==> src/rtl/flash_erase_seq.sv <==
module flash_erase_seq #(
  parameter int ADDR_W = 24,
  parameter int PS_W   = 12,
  parameter int NP_W   = 16,
  parameter int GAP_W  = 8
) (
  input  logic              clk,
  input  logic              rst_n,
  input  logic              req_valid,
  input  logic [ADDR_W-1:0] req_addr,
  input  logic [ADDR_W-1:0] req_len,
  input  logic [PS_W-1:0]   cfg_page_size,
  input  logic [3:0]        cfg_page_shift,
  input  logic [NP_W-1:0]   cfg_num_pages,
  input  logic [GAP_W-1:0]  cfg_poll_gap,
  output logic              busy,
  output logic              done,
  output logic              err,
  output logic              cs_n,
  output logic              xfer_go,
  output logic [7:0]        xfer_tx,
  input  logic              xfer_done,
  input  logic              xfer_rx_msb
);
  localparam int DIV_W = $clog2(ADDR_W) + 1;
  localparam int CNT_W = (GAP_W > DIV_W) ? GAP_W : DIV_W;
  localparam logic [7:0] OP_BLOCK = 8'h50;
  localparam logic [7:0] OP_PAGE  = 8'h81;
  localparam logic [7:0] OP_STAT  = 8'hD7;

  typedef enum logic [2:0] {S_IDLE, S_DIV, S_CHECK, S_CMD, S_GAP, S_POLL} state_t;
  state_t st;

  logic [ADDR_W-1:0] qa, ql;
  logic [PS_W-1:0]   ra, rl;
  logic [CNT_W-1:0]  cnt;
  logic [1:0]        idx;
  logic              rdy;

  logic [PS_W:0]     ta, tl;
  logic              ga, gl, blk;
  logic [15:0]       pa_hi;
  logic [ADDR_W:0]   span;
  logic [ADDR_W-1:0] step;

  assign ta    = {ra, qa[ADDR_W-1]};
  assign tl    = {rl, ql[ADDR_W-1]};
  assign ga    = ta >= {1'b0, cfg_page_size};
  assign gl    = tl >= {1'b0, cfg_page_size};
  assign span  = {1'b0, qa} + {1'b0, ql};
  assign blk   = (qa[2:0] == 3'd0) && (ql >= ADDR_W'(8));
  assign step  = blk ? ADDR_W'(8) : ADDR_W'(1);
  assign pa_hi = 16'((24'(qa) << cfg_page_shift) >> 8);

  assign busy    = st != S_IDLE;
  assign cs_n    = !(st == S_CMD || st == S_POLL);
  assign xfer_go = !cs_n;

  always_comb begin
    xfer_tx = 8'h00;
    if (st == S_CMD) begin
      case (idx)
        2'd0:    xfer_tx = blk ? OP_BLOCK : OP_PAGE;
        2'd1:    xfer_tx = pa_hi[15:8];
        2'd2:    xfer_tx = pa_hi[7:0];
        default: xfer_tx = 8'h00;
      endcase
    end else if (st == S_POLL && idx == 2'd0) begin
      xfer_tx = OP_STAT;
    end
  end

  always_ff @(posedge clk or negedge rst_n) begin
    if (!rst_n) begin
      st   <= S_IDLE;
      qa   <= '0;
      ql   <= '0;
      ra   <= '0;
      rl   <= '0;
      cnt  <= '0;
      idx  <= '0;
      rdy  <= 1'b0;
      done <= 1'b0;
      err  <= 1'b0;
    end else begin
      done <= 1'b0;
      err  <= 1'b0;
      case (st)
        S_IDLE: if (req_valid) begin
          qa  <= req_addr;
          ql  <= req_len;
          ra  <= '0;
          rl  <= '0;
          cnt <= '0;
          st  <= S_DIV;
        end
        S_DIV: begin
          qa  <= {qa[ADDR_W-2:0], ga};
          ql  <= {ql[ADDR_W-2:0], gl};
          ra  <= ta[PS_W-1:0] - (ga ? cfg_page_size : '0);
          rl  <= tl[PS_W-1:0] - (gl ? cfg_page_size : '0);
          cnt <= cnt + 1'b1;
          if (cnt == CNT_W'(ADDR_W - 1)) st <= S_CHECK;
        end
        S_CHECK: begin
          if (ra != '0 || rl != '0 || span > (ADDR_W+1)'(cfg_num_pages)) begin
            err <= 1'b1;
            st  <= S_IDLE;
          end else if (ql == '0) begin
            done <= 1'b1;
            st   <= S_IDLE;
          end else begin
            idx <= '0;
            st  <= S_CMD;
          end
        end
        S_CMD: if (xfer_done) begin
          idx <= idx + 1'b1;
          if (idx == 2'd3) begin
            qa  <= qa + step;
            ql  <= ql - step;
            rdy <= 1'b0;
            cnt <= '0;
            st  <= S_GAP;
          end
        end
        S_GAP: begin
          if (cnt == CNT_W'(cfg_poll_gap)) begin
            idx <= '0;
            st  <= rdy ? S_CMD : S_POLL;
          end else begin
            cnt <= cnt + 1'b1;
          end
        end
        S_POLL: if (xfer_done) begin
          if (idx == 2'd0) begin
            idx <= 2'd1;
          end else if (xfer_rx_msb && ql == '0) begin
            done <= 1'b1;
            st   <= S_IDLE;
          end else begin
            rdy <= xfer_rx_msb;
            cnt <= '0;
            st  <= S_GAP;
          end
        end
        default: st <= S_IDLE;
      endcase
    end
  end
endmodule

==> config.mk <==
export PLATFORM = sky130hd
export DESIGN_NAME = flash_erase_seq
export DESIGN_NICKNAME = d
export VERILOG_FILES = /design/src/rtl/flash_erase_seq.sv
export SDC_FILE = /design/constraint.sdc
export NUM_CORES = 1
export LEC_CHECK = 0
export BUFFER_PORTS_ARGS = -buffer_cell sky130_fd_sc_hd__buf_2
export CORE_ASPECT_RATIO = 1.2
export CORE_MARGIN = 4
export CORE_UTILIZATION = 54
export CTS_CLUSTER_DIAMETER = 200
export DETAILED_ROUTE_END_ITERATION = 10
export HOLD_SLACK_MARGIN = 0.06
export PLACE_DENSITY_LB_ADDON = 0.08
export SKIP_CTS_REPAIR_TIMING = 1
export SLEW_MARGIN = 0
export SYNTH_ARGS = -nofsm -noshare
export SYNTH_HDL_FRONTEND = slang
export SYNTH_SLANG_ARGS = --single-unit
==> constraint.sdc <==
create_clock -name clk -period 4.4 [get_ports clk]
set_input_delay 0 -clock clk [delete_from_list [all_inputs] [get_ports clk]]
set_output_delay 0 -clock clk [all_outputs]
set_load 0.02 [all_outputs]
==> results.sh <==
export IMPL_async_flop_share_pct=100
export IMPL_io_buffers=105
export IMPL_min_period_ns=4.62
export IMPL_clockRootBuffer="clkbuf_16"
export IMPL_avgSynthCellArea_um2=7.65
export IMPL_grt_overflow_total=0
export IMPL_outcome="finished with violations"
export IMPL_finalMaxSlewViolations=0
export IMPL_crit_top_cell="o31a_2"
export IMPL_timing_final_crit_share_pct=105
export IMPL_drive_gt1_share_pct=18.3
export IMPL_cp_slowest_cell="or4_4"
export IMPL_synth_yosys_warnings=0
export IMPL_setup_viol=6
export IMPL_num_antenna_cells=0
export IMPL_dieArea_um2=20500
export IMPL_clock_sinks=88
export IMPL_synthCells=1286
export IMPL_violations="negative setup slack"
export IMPL_grt_pass1_vias=9789
export IMPL_clk_pin_slew_ns=0.07
export IMPL_place_gp_congestion=0.961
export IMPL_clkLatencyLatePin_ns=0.36
export IMPL_globalRouteTotalUtil_pct=29.9
export IMPL_start_util_pct=55.6
export IMPL_worstPathCellList="ha_4 -> inv_2 -> fa_2 -> and2b_1 -> o31a_2 -> or2_4 -> nand2_2 -> o21ai_1 -> xor2_1 -> ha_1 -> a211oi_2 -> nor2_2 -> a2111oi_4 -> o211ai_1 -> a21oi_2 -> o2111ai_2 -> or4_4 -> o31a_2 -> o31ai_2"
export IMPL_worstPathMaxFanout=3
export IMPL_vdd_drop_max_mv=0.522
export IMPL_utilization_pct=66.9
export IMPL_clockBufferDepth=2
export IMPL_cts_tree="built"
export IMPL_power_density_nw_per_um2=859
export IMPL_synth_cell_types=75
export IMPL_relSlewSlack_pct=45.7
export IMPL_grt_pass1_wl_mm=50.1
export IMPL_wl_per_cell_um=18.9
export IMPL_die_h_um=156
export IMPL_hpwlAfterDp_mm=23.3
export IMPL_hp_class="in -> reg"
export IMPL_place_area_um2=10900
export IMPL_fillers=1560
export IMPL_synthTopCellsByArea="dfrtp_1 22%, ha_1 12%, a21oi_1 7.1%"
export IMPL_fmax_ghz=0.217
export IMPL_grt_max_degree=80
export IMPL_drtAntennaViolNets=0
export IMPL_regToRegSetupSlack_ns=-0.22
export IMPL_via_per_inst=6.25
export IMPL_rows=53
export IMPL_worst_setup_path_start_kind="flop"
export IMPL_synth_ff_type="dfrtp_1"
export IMPL_antenna_found_initial=0
export IMPL_die_width_um=131
export IMPL_path_class="reg -> reg"
export IMPL_syn_area_um2=9840
export IMPL_finalHoldViolations=0
export IMPL_synth_fp_nets=1479
export IMPL_drt_pass1_iter_count=5
export IMPL_power_leakage_nw=5.34
export IMPL_fin_area_um2=11800
export IMPL_yosysSeqAreaShare_pct=22.4
export IMPL_io_pins=106
export IMPL_synth_top_area_share_pct=22.4
export IMPL_fin_skew_ns=0.00974
export IMPL_synth_edff_count=0
export IMPL_holdWs_ns=0.0107
export IMPL_critical_path_max_stage_delay_ns=0.49
export IMPL_htreeDepth=3
export IMPL_worstMarginPinSlew_ns=0.814
export IMPL_route_detailed_drc=0
export IMPL_fin_ws_ns=-0.218
export IMPL_vias=10500
export IMPL_core_area_um2=17700
export IMPL_maxCapViolations=0
export IMPL_numCtsBuffers=9
export IMPL_critPathCaptureType="flop"
export IMPL_first_iter_violations=802
export IMPL_ys_seq_elements=88
export IMPL_drt_total_wl_mm=31.7
export IMPL_synth_most_common_cell="nand2_1"
export IMPL_syn2layout_area_growth_pct=20.3
export IMPL_worstPathRequired_ns=4.67
export IMPL_synth_commonest_cells="152 x nand2_1, 139 x a21oi_1, 116 x o21ai_0"
export IMPL_worstPathArrival_ns=4.88
export IMPL_netlist_top_cell_by_area="dfrtp_1"
export IMPL_dp_slack_ns=-0.341
export IMPL_grt_setup_unrepaired="yes"
export IMPL_finalNetCount=1643
[state kept, by name, summed over array words and instances (netlist names)]
signal and cells:
qa 24, ql 24, ra 12, rl 12
cnt 8, st 3, idx 2, done 1
err 1, rdy 1
[cell families after synthesis]
group	Yosys count	synth area share, %
AOI/OAI and AO/OA	448	28.4
and+or+nand+nor	411	19.9
buffers and inverters	144	5.61
adders and majority gates	100	12.9
DFF	88	22.4
muxes	51	6.88
xor gates and xnor gates	44	3.92
[through the flow]
| step | cells | TNS [ns] | power [W] |
|---|---|---|---|
| 6_report | 1675 | -0.877 | 0.0102 |
| 2_1_floorplan | 1286 | 0 | 0.00675 |
| 4_1_cts | 1626 | -1.68 | 0.00969 |
| 3_5_place_dp | 1610 | -1.38 | 0.00884 |
| 3_3_place_gp | 1610 | -0.966 | 0.00874 |
| 5_1_grt | 1675 | -1.86 | 0.0111 |
[metal layers]
| metal | GRT usage [%] | up-vias | wire length [um] |
|---|---|---|---|
| li1 | - | 5079 | - |
| met1 | 38.8 | 4975 | 13500 |
| met2 | 52.1 | 354 | 15600 |
| met3 | 3.00 | 60 | 1570 |
| met4 | 11.2 | 0 | 1000 |
| met5 | 0 | - | 0 |
[placed cells by master, fill, tap and decap left out, drive strengths merged, types with 19 or more instances in the layout]
master and instances:
a211oi 35, a21oi 139, buf 190, dfrtp 88, dlygate4sd3 42, ha 97
inv 68, mux2i 35, nand2 152, nand3 27, nand4 19, nor2 89
nor3 24, o21ai 122, xnor2 28
[cell type report]
class                           count  area, um2  share of cell area (%)
Timing Repair Buffer              232       1600                    13.5
Clock inverter                      7       68.8                   0.581
Multi-Input combinational cell   1054       7220                    61.0
Inverter                           65        244                    2.06
Clock buffer                        9        225                    1.90
Tap cell                          220        275                    2.33
Sequential cell                    88       2200                    18.6
[where the power goes]
group | internal (W) | switching, W | total (W) | leakage (nW)
Clock | 0.000401 | 0.000397 | 0.000798 | 0.140
Sequential | 0.00117 | 0.000544 | 0.00171 | 1.09
Combinational | 0.00338 | 0.00428 | 0.00766 | 4.12
Total | 0.00495 | 0.00522 | 0.0102 | 5.34
[worst paths after layout]
path / from / to / cells after the start
hold reg to reg: cnt[7] / cnt[7] / 1
max in group asynchronous: rst_n / qa[20] / 3
min in group asynchronous: rst_n / qa[7] / 2
setup / recovery: ql[0] / st[0] / 19
hold / removal: req_len[12] / ql[12] / 3
setup reg to reg: ql[0] / st[0] / 19
[critical path: cells and delay by family, from the launching register on]
family / cells / cell delay (ns)
AOI/OAI and AO/OA: 9 / 2.03
buffers and inverters: 1 / 0.06
DFF: 1 / 0.42
adders and majority gates: 3 / 0.72
xor gates and xnor gates: 1 / 0.16
and+or+nand+nor: 5 / 1.10
No activity file was read; power rests on OpenSTA's default activity.
